==> config.mk <==
export PLATFORM = sky130hd
export DESIGN_NAME = miss_occ_pmu
export DESIGN_NICKNAME = d
export VERILOG_FILES = /design/src/rtl/miss_occ_pkg.sv /design/src/rtl/fb_tracker.sv /design/src/rtl/event_select.sv /design/src/rtl/ctr_slice.sv /design/src/rtl/miss_occ_pmu.sv
export SDC_FILE = /design/constraint.sdc
export NUM_CORES = 1
export LEC_CHECK = 0
export ABC_AREA = 1
export ABC_CLOCK_PERIOD_IN_PS = 7900
export BUFFER_PORTS_ARGS = -buffer_cell sky130_fd_sc_hd__buf_4
export CORE_ASPECT_RATIO = 1.2
export CORE_MARGIN = 4
export CORE_UTILIZATION = 45
export CTS_CLUSTER_SIZE = 8
export DETAILED_ROUTE_END_ITERATION = 16
export SLEW_MARGIN = 0
export SYNTH_ARGS = -nofsm -noshare
export SYNTH_HDL_FRONTEND = slang
export SYNTH_SLANG_ARGS = --single-unit
==> constraint.sdc <==
create_clock -name clk -period 7.9 [get_ports clk]
set_input_delay 0 -clock clk [delete_from_list [all_inputs] [get_ports clk]]
set_output_delay 0 -clock clk [all_outputs]
set_load 0.05 [all_outputs]
==> src/rtl/miss_occ_pkg.sv <==
package miss_occ_pkg;
  localparam int CFG_W = 26;
  localparam logic [7:0] EVT_MISS_CODE = 8'h48;
  localparam logic [1:0] SEL_CFG = 2'd0;
  localparam logic [1:0] SEL_CNT = 2'd1;
  localparam logic [1:0] SEL_OVF = 2'd2;

  typedef struct packed {
    logic [7:0] cmask;
    logic       en;
    logic       edge_det;
    logic [7:0] umask;
    logic [7:0] code;
  } ctr_cfg_t;
endpackage

==> src/rtl/fb_tracker.sv <==
module fb_tracker #(
  parameter int N_ENTRIES = 12,
  localparam int OCC_W = $clog2(N_ENTRIES + 1)
) (
  input  logic                 clk,
  input  logic                 rst_n,
  input  logic [N_ENTRIES-1:0] alloc_valid,
  input  logic [N_ENTRIES-1:0] alloc_demand,
  input  logic [N_ENTRIES-1:0] dealloc_valid,
  input  logic [N_ENTRIES-1:0] demand_hit,
  output logic [N_ENTRIES-1:0] owned,
  output logic [OCC_W-1:0]     occ
);
  logic [N_ENTRIES-1:0] busy_q;

  for (genvar e = 0; e < N_ENTRIES; e++) begin : g_ent
    always_ff @(posedge clk or negedge rst_n) begin
      if (!rst_n) begin
        busy_q[e] <= 1'b0;
        owned[e]  <= 1'b0;
      end else if (dealloc_valid[e]) begin
        busy_q[e] <= 1'b0;
        owned[e]  <= 1'b0;
      end else if (alloc_valid[e]) begin
        busy_q[e] <= 1'b1;
        owned[e]  <= alloc_demand[e];
      end else if (demand_hit[e] && busy_q[e]) begin
        owned[e]  <= 1'b1;
      end
    end
  end

  always_comb begin
    occ = '0;
    for (int i = 0; i < N_ENTRIES; i++) occ = occ + OCC_W'(owned[i]);
  end
endmodule

==> src/rtl/event_select.sv <==
module event_select #(
  parameter int OCC_W = 4,
  parameter int RAW_W = 4
) (
  input  logic [7:0]       code,
  input  logic [7:0]       umask,
  input  logic [OCC_W-1:0] occ,
  input  logic             fb_full_wait,
  input  logic             lower_stall,
  output logic [RAW_W-1:0] raw
);
  import miss_occ_pkg::*;
  always_comb begin
    raw = '0;
    if (code == EVT_MISS_CODE) begin
      if (umask[0]) raw = raw + RAW_W'(occ);
      if (umask[1]) raw = raw + RAW_W'(fb_full_wait);
      if (umask[2]) raw = raw + RAW_W'(lower_stall);
    end
  end
endmodule

==> src/rtl/ctr_slice.sv <==
module ctr_slice #(
  parameter int CTR_W = 48,
  parameter int RAW_W = 4,
  localparam int CMP_W = (RAW_W > 8) ? RAW_W : 8
) (
  input  logic                    clk,
  input  logic                    rst_n,
  input  logic                    cfg_wr,
  input  logic                    cnt_wr,
  input  logic                    ovf_clr,
  input  logic [CTR_W-1:0]        wdata,
  input  logic [RAW_W-1:0]        raw,
  output miss_occ_pkg::ctr_cfg_t  cfg_q,
  output logic [RAW_W-1:0]        inc,
  output logic [CTR_W-1:0]        cnt_q,
  output logic                    ovf_q
);
  import miss_occ_pkg::*;
  logic             cond, prev_q;
  logic [CTR_W:0]   sum;

  always_comb begin
    cond = CMP_W'(raw) >= CMP_W'(cfg_q.cmask);
    if (cfg_q.cmask == '0)  inc = raw;
    else if (cfg_q.edge_det) inc = RAW_W'(cond && !prev_q);
    else                     inc = RAW_W'(cond);
    sum = {1'b0, cnt_q} + (CTR_W + 1)'(inc);
  end

  always_ff @(posedge clk or negedge rst_n) begin
    if (!rst_n) begin
      cfg_q  <= '0;
      prev_q <= 1'b0;
      cnt_q  <= '0;
      ovf_q  <= 1'b0;
    end else begin
      if (cfg_wr) cfg_q <= ctr_cfg_t'(wdata[CFG_W-1:0]);
      prev_q <= cfg_wr ? 1'b0 : cond;
      if (cnt_wr)          cnt_q <= wdata;
      else if (cfg_q.en)   cnt_q <= sum[CTR_W-1:0];
      if (cfg_q.en && !cnt_wr && sum[CTR_W]) ovf_q <= 1'b1;
      else if (ovf_clr)                      ovf_q <= 1'b0;
    end
  end
endmodule

==> src/rtl/miss_occ_pmu.sv <==
module miss_occ_pmu #(
  parameter int N_ENTRIES = 12,
  parameter int NUM_CTRS  = 4,
  parameter int CTR_W     = 48,
  localparam int OCC_W  = $clog2(N_ENTRIES + 1),
  localparam int RAW_W  = $clog2(N_ENTRIES + 3),
  localparam int IDX_W  = $clog2(NUM_CTRS),
  localparam int ADDR_W = IDX_W + 2
) (
  input  logic                 clk,
  input  logic                 rst_n,
  input  logic [N_ENTRIES-1:0] alloc_valid,
  input  logic [N_ENTRIES-1:0] alloc_demand,
  input  logic [N_ENTRIES-1:0] dealloc_valid,
  input  logic [N_ENTRIES-1:0] demand_hit,
  input  logic                 fb_full_wait,
  input  logic                 lower_stall,
  input  logic                 reg_wr_en,
  input  logic [ADDR_W-1:0]    reg_wr_addr,
  input  logic [CTR_W-1:0]     reg_wdata,
  input  logic [ADDR_W-1:0]    reg_rd_addr,
  output logic [CTR_W-1:0]     reg_rdata
);
  import miss_occ_pkg::*;

  logic [N_ENTRIES-1:0]             owned;
  logic [OCC_W-1:0]                 occ;
  ctr_cfg_t [NUM_CTRS-1:0]          cfg_all;
  logic [NUM_CTRS-1:0][RAW_W-1:0]   inc_all;
  logic [NUM_CTRS-1:0][CTR_W-1:0]   cnt_all;
  logic [NUM_CTRS-1:0]              ovf_all;

  fb_tracker #(.N_ENTRIES(N_ENTRIES)) u_trk (
    .clk(clk), .rst_n(rst_n), .alloc_valid(alloc_valid), .alloc_demand(alloc_demand),
    .dealloc_valid(dealloc_valid), .demand_hit(demand_hit), .owned(owned), .occ(occ));

  for (genvar g = 0; g < NUM_CTRS; g++) begin : g_ctr
    logic             hit_idx;
    logic [RAW_W-1:0] raw;
    assign hit_idx = reg_wr_en && (reg_wr_addr[ADDR_W-1:2] == IDX_W'(g));

    event_select #(.OCC_W(OCC_W), .RAW_W(RAW_W)) u_sel (
      .code(cfg_all[g].code), .umask(cfg_all[g].umask), .occ(occ),
      .fb_full_wait(fb_full_wait), .lower_stall(lower_stall), .raw(raw));

    ctr_slice #(.CTR_W(CTR_W), .RAW_W(RAW_W)) u_ctr (
      .clk(clk), .rst_n(rst_n),
      .cfg_wr(hit_idx && reg_wr_addr[1:0] == SEL_CFG),
      .cnt_wr(hit_idx && reg_wr_addr[1:0] == SEL_CNT),
      .ovf_clr(hit_idx && reg_wr_addr[1:0] == SEL_OVF && reg_wdata[0]),
      .wdata(reg_wdata), .raw(raw), .cfg_q(cfg_all[g]), .inc(inc_all[g]),
      .cnt_q(cnt_all[g]), .ovf_q(ovf_all[g]));
  end

  always_comb begin
    case (reg_rd_addr[1:0])
      SEL_CFG: reg_rdata = CTR_W'(cfg_all[reg_rd_addr[ADDR_W-1:2]]);
      SEL_CNT: reg_rdata = cnt_all[reg_rd_addr[ADDR_W-1:2]];
      SEL_OVF: reg_rdata = CTR_W'(ovf_all[reg_rd_addr[ADDR_W-1:2]]);
      default: reg_rdata = '0;
    endcase
  end
endmodule

==> metrics.md <==
| Metric | Value |
|---|---|
| Data arrival, critical path | `7830 ps` |
| FF+latch count, synth | `~330` |
| FMAX | `0.136 GHz` |
| Slew Limit Fails | `0` |
| Largest net degree at the start of global routing | `113` |
| Sequential fraction of the synthesis area | `roughly a third` |
| # IOs | `roughly 160` |
| Routed len/inst | `23.6 um` |
| R2R depth | `33` |
| Final Hold Fails | `0` |
| Syn avg cell area | `6.46 um^2` |
| Die area | `around 58,000 um^2` |
| Pleak | `13.0 nW` |
| Core Util, Final | `52.9%` |
| Routed Antenna Nets | `0` |
| H-tree lvl count | `2` |
| Power Total | `7.34 mW` |
| R2r startpoint | `u_trk.owned[0]` |
| Final Cycle Share | `about 93%` |
| Clock Sinks | `328` |
| Cell mode on critical path | `fa_1` |
| CP endpoint kind | `flip-flop` |
| Synth warn | `0` |
| Post-synthesis cell type count | `45` |
| Pre-Repair DR Iteration Count | `6` |
| Synth-to-Final Area Change | `16.5%` |
| Req. time, crit path | `around 8400 ps` |
| Clk_lat worst skew | `roughly 630 ps` |
| Vias | `approximately 27,000` |
| Grt ovf | `0` |
| CTS max path bufs | `3` |
| Hold_ws | `15.8 ps` |
| Total CTS buffers | `47` |
| Core area | `53,600 um^2` |
| Worst Setup Start Kind | `flip-flop` |
| Critical-path top delay cell | `fa_1` |
| Nets | `4,147` |
| Syn_nets | `3,942` |
| Die height | `around 260 um` |
| Clock Skew | `40.1 ps` |
| DRC | `0` |
| Critical path startpoint | `u_trk.owned[0]` |
| Worst Path Class, Setup | `flip-flop to flip-flop` |
| Mapped Area | `approximately 24,000 um^2` |
| Worst Hold Class | `input port to asynchronous set/reset pin` |
| Measured slew at the worst slew-check pin | `1180 ps` |
| Layout cells sized above 1 | `7.13%` |
| Initial core utilization | `between 40% and 50%` |
| Antenna violations before repair | `6` |
| Min Tclk post-route | `7350 ps` |
| Routed vias/inst | `about 5.8` |
| Status | `finished clean` |
| Slew headroom | `20.8%` |
| First-pass GRT wire length | `~160,000 um` |
| IR drop worst, VDD | `207 uV` |
| Post-DP HPWL | `84,500 um` |
| Number of fill cells | `5,549` |
| CP max stage delay | `530 ps` |
| Initial DRC count | `3,038` |
| Row count | `93` |
| PwrDens | `around 260 nW/um^2` |
| Vias in the first global route | `around 25,000` |
| CTS tree | `done` |
| Most frequent cells in the layout | `1,118 x nand2_1, 473 x inv_1, 457 x nor2_1` |
| Setup tns final | `0 ps` |
| Clock-pin slew on the worst setup and hold paths | `60 ps` |
| Routability cong. | `1.02` |
| CP Max Fanout | `4` |
| Final setup vio count | `0` |
| Post-synthesis cell count | `3,770` |
| Most common cell after layout, fill and taps aside | `nand2_1` |
| Max Cap Viol | `0` |
| Drt total wl | `roughly 110,000 um` |
| Unrepaired setup endpoints after global routing | `false` |
| Root Buffer | `clkbuf_16` |
| Number of port buffers | `156` |
| Die X | `220 um` |
| Global Route Usage Sum | `37.5%` |
layer usage:
| layer | GRT usage, % | part of all wire [%] |
|---|---|---|
| met3 | 6.34 | 9.7 |
| met2 | 57.4 | 44 |
| met5 | 0 | 0.020 |
| met1 | 52.3 | 41 |
| met4 | 15.7 | 5.2 |
cell usage after synthesis, drive strengths merged:
| cell type | instances | area (um^2) |
|---|---|---|
| inv | 490 | 1840 |
| nor2 | 477 | 1850 |
| a22oi | 1 | 7.51 |
| o21ai | 340 | 1710 |
| o21a | 4 | 30.0 |
| ha | 52 | 651 |
| nand4 | 51 | 319 |
| fa | 11 | 220 |
| a31o | 2 | 17.5 |
| a22o | 7 | 61.3 |
| a21o | 27 | 203 |
| a221oi | 12 | 105 |
| xnor2 | 5 | 43.8 |
| clkinv | 1 | 3.75 |
| nand3b | 6 | 45.0 |
| xor2 | 84 | 736 |
| a21oi | 200 | 1000 |
| nand3 | 226 | 1160 |
| nor3 | 16 | 80.1 |
| nor3b | 4 | 35.0 |
| nor2b | 1 | 6.26 |
| nor4 | 8 | 50.1 |
| o22ai | 110 | 688 |
| o211ai | 14 | 105 |
| buf | 69 | 375 |
| o221ai | 15 | 131 |
| clkbuf | 57 | 215 |
| or2 | 1 | 6.26 |
| nand2 | 1121 | 4220 |
| dfrtp | 328 | 8210 |
| o21bai | 30 | 225 |
timing repair:
action | in CTS | in global routing
buffers inserted | 0 | 0
endpoints found under the hold margin | 346 | 0
gates resized for setup | 0 | 5
endpoints found under the setup margin | 0 | 4
hold buffers | 104 | 0
worst max-delay path: cells and delay by family (launching register included):
| family | cells | cell delay [ps] |
|---|---|---|
| AO/OA/AOI/OAI | 7 | 1130 |
| adder cells (fa/ha/maj) | 11 | 4250 |
| buffers and inverters | 5 | 370 |
| flip-flops | 1 | 390 |
| AND/OR/NAND/NOR | 10 | 1060 |
cells by family (layout without fill, tap and decap cells):
family	after synthesis	in the layout	synth area share, %
simple gates	1911	1911	31.9
compound gates	762	762	17.6
buf+inv	617	829	9.99
flops	328	328	33.7
xor+xnor	89	89	3.20
fa+ha+maj	63	63	3.58
other cells	0	1	0
layout make-up:
type | instances | area, um^2 | area share [%]
multi-input cells | 2825 | 13700 | 48.4
flip-flops and latches | 328 | 8210 | 28.9
repair buffers | 282 | 2400 | 8.45
inverters | 491 | 1850 | 6.50
clock buffers | 53 | 1220 | 4.29
well taps | 712 | 891 | 3.14
clock inverters | 3 | 76.3 | 0.269
diodes | 1 | 2.50 | 0.00882
registers in the layout, indices dropped and copies added (netlist names):
name	count
g_ctr.u_ctr.cnt_q	192
u_trk.owned	12
g_ctr.u_ctr.ovf_q	4
g_ctr.u_ctr.prev_q	4
g_ctr.u_ctr.cfg_q	104
u_trk.busy_q	12
report_power, final:
group          switching [mW]  total, mW  internal (mW)
Clock                   0.847       1.93           1.08
Sequential              0.740       2.91           2.17
Combinational            1.65       2.50          0.847
path summary, 6_finish.rpt:
| path | endpoint | slack [ps] |
|---|---|---|
| worst max register to register | g_ctr[2].u_ctr.cnt_q[22] | 550 |
| min in group clk | g_ctr[1].u_ctr.cnt_q[40] | 30 |
| max in group asynchronous | g_ctr[3].u_ctr.cnt_q[42] | 6410 |
| worst min-delay path | g_ctr[0].u_ctr.cfg_q[12] | 20 |
| worst max-delay path | g_ctr[2].u_ctr.cnt_q[22] | 550 |
| worst min register to register | g_ctr[0].u_ctr.cfg_q[12] | 490 |
stage by stage:
step,area [um^2],cells,worst slack [ps]
after floorplan,24400,3770,1310
after global placement,26000,4534,708
after detailed placement,26000,4534,563
after CTS,28400,4694,515
after global routing,28400,4694,10.8
final,28400,4695,550
Power figures use the tool's default switching activity.
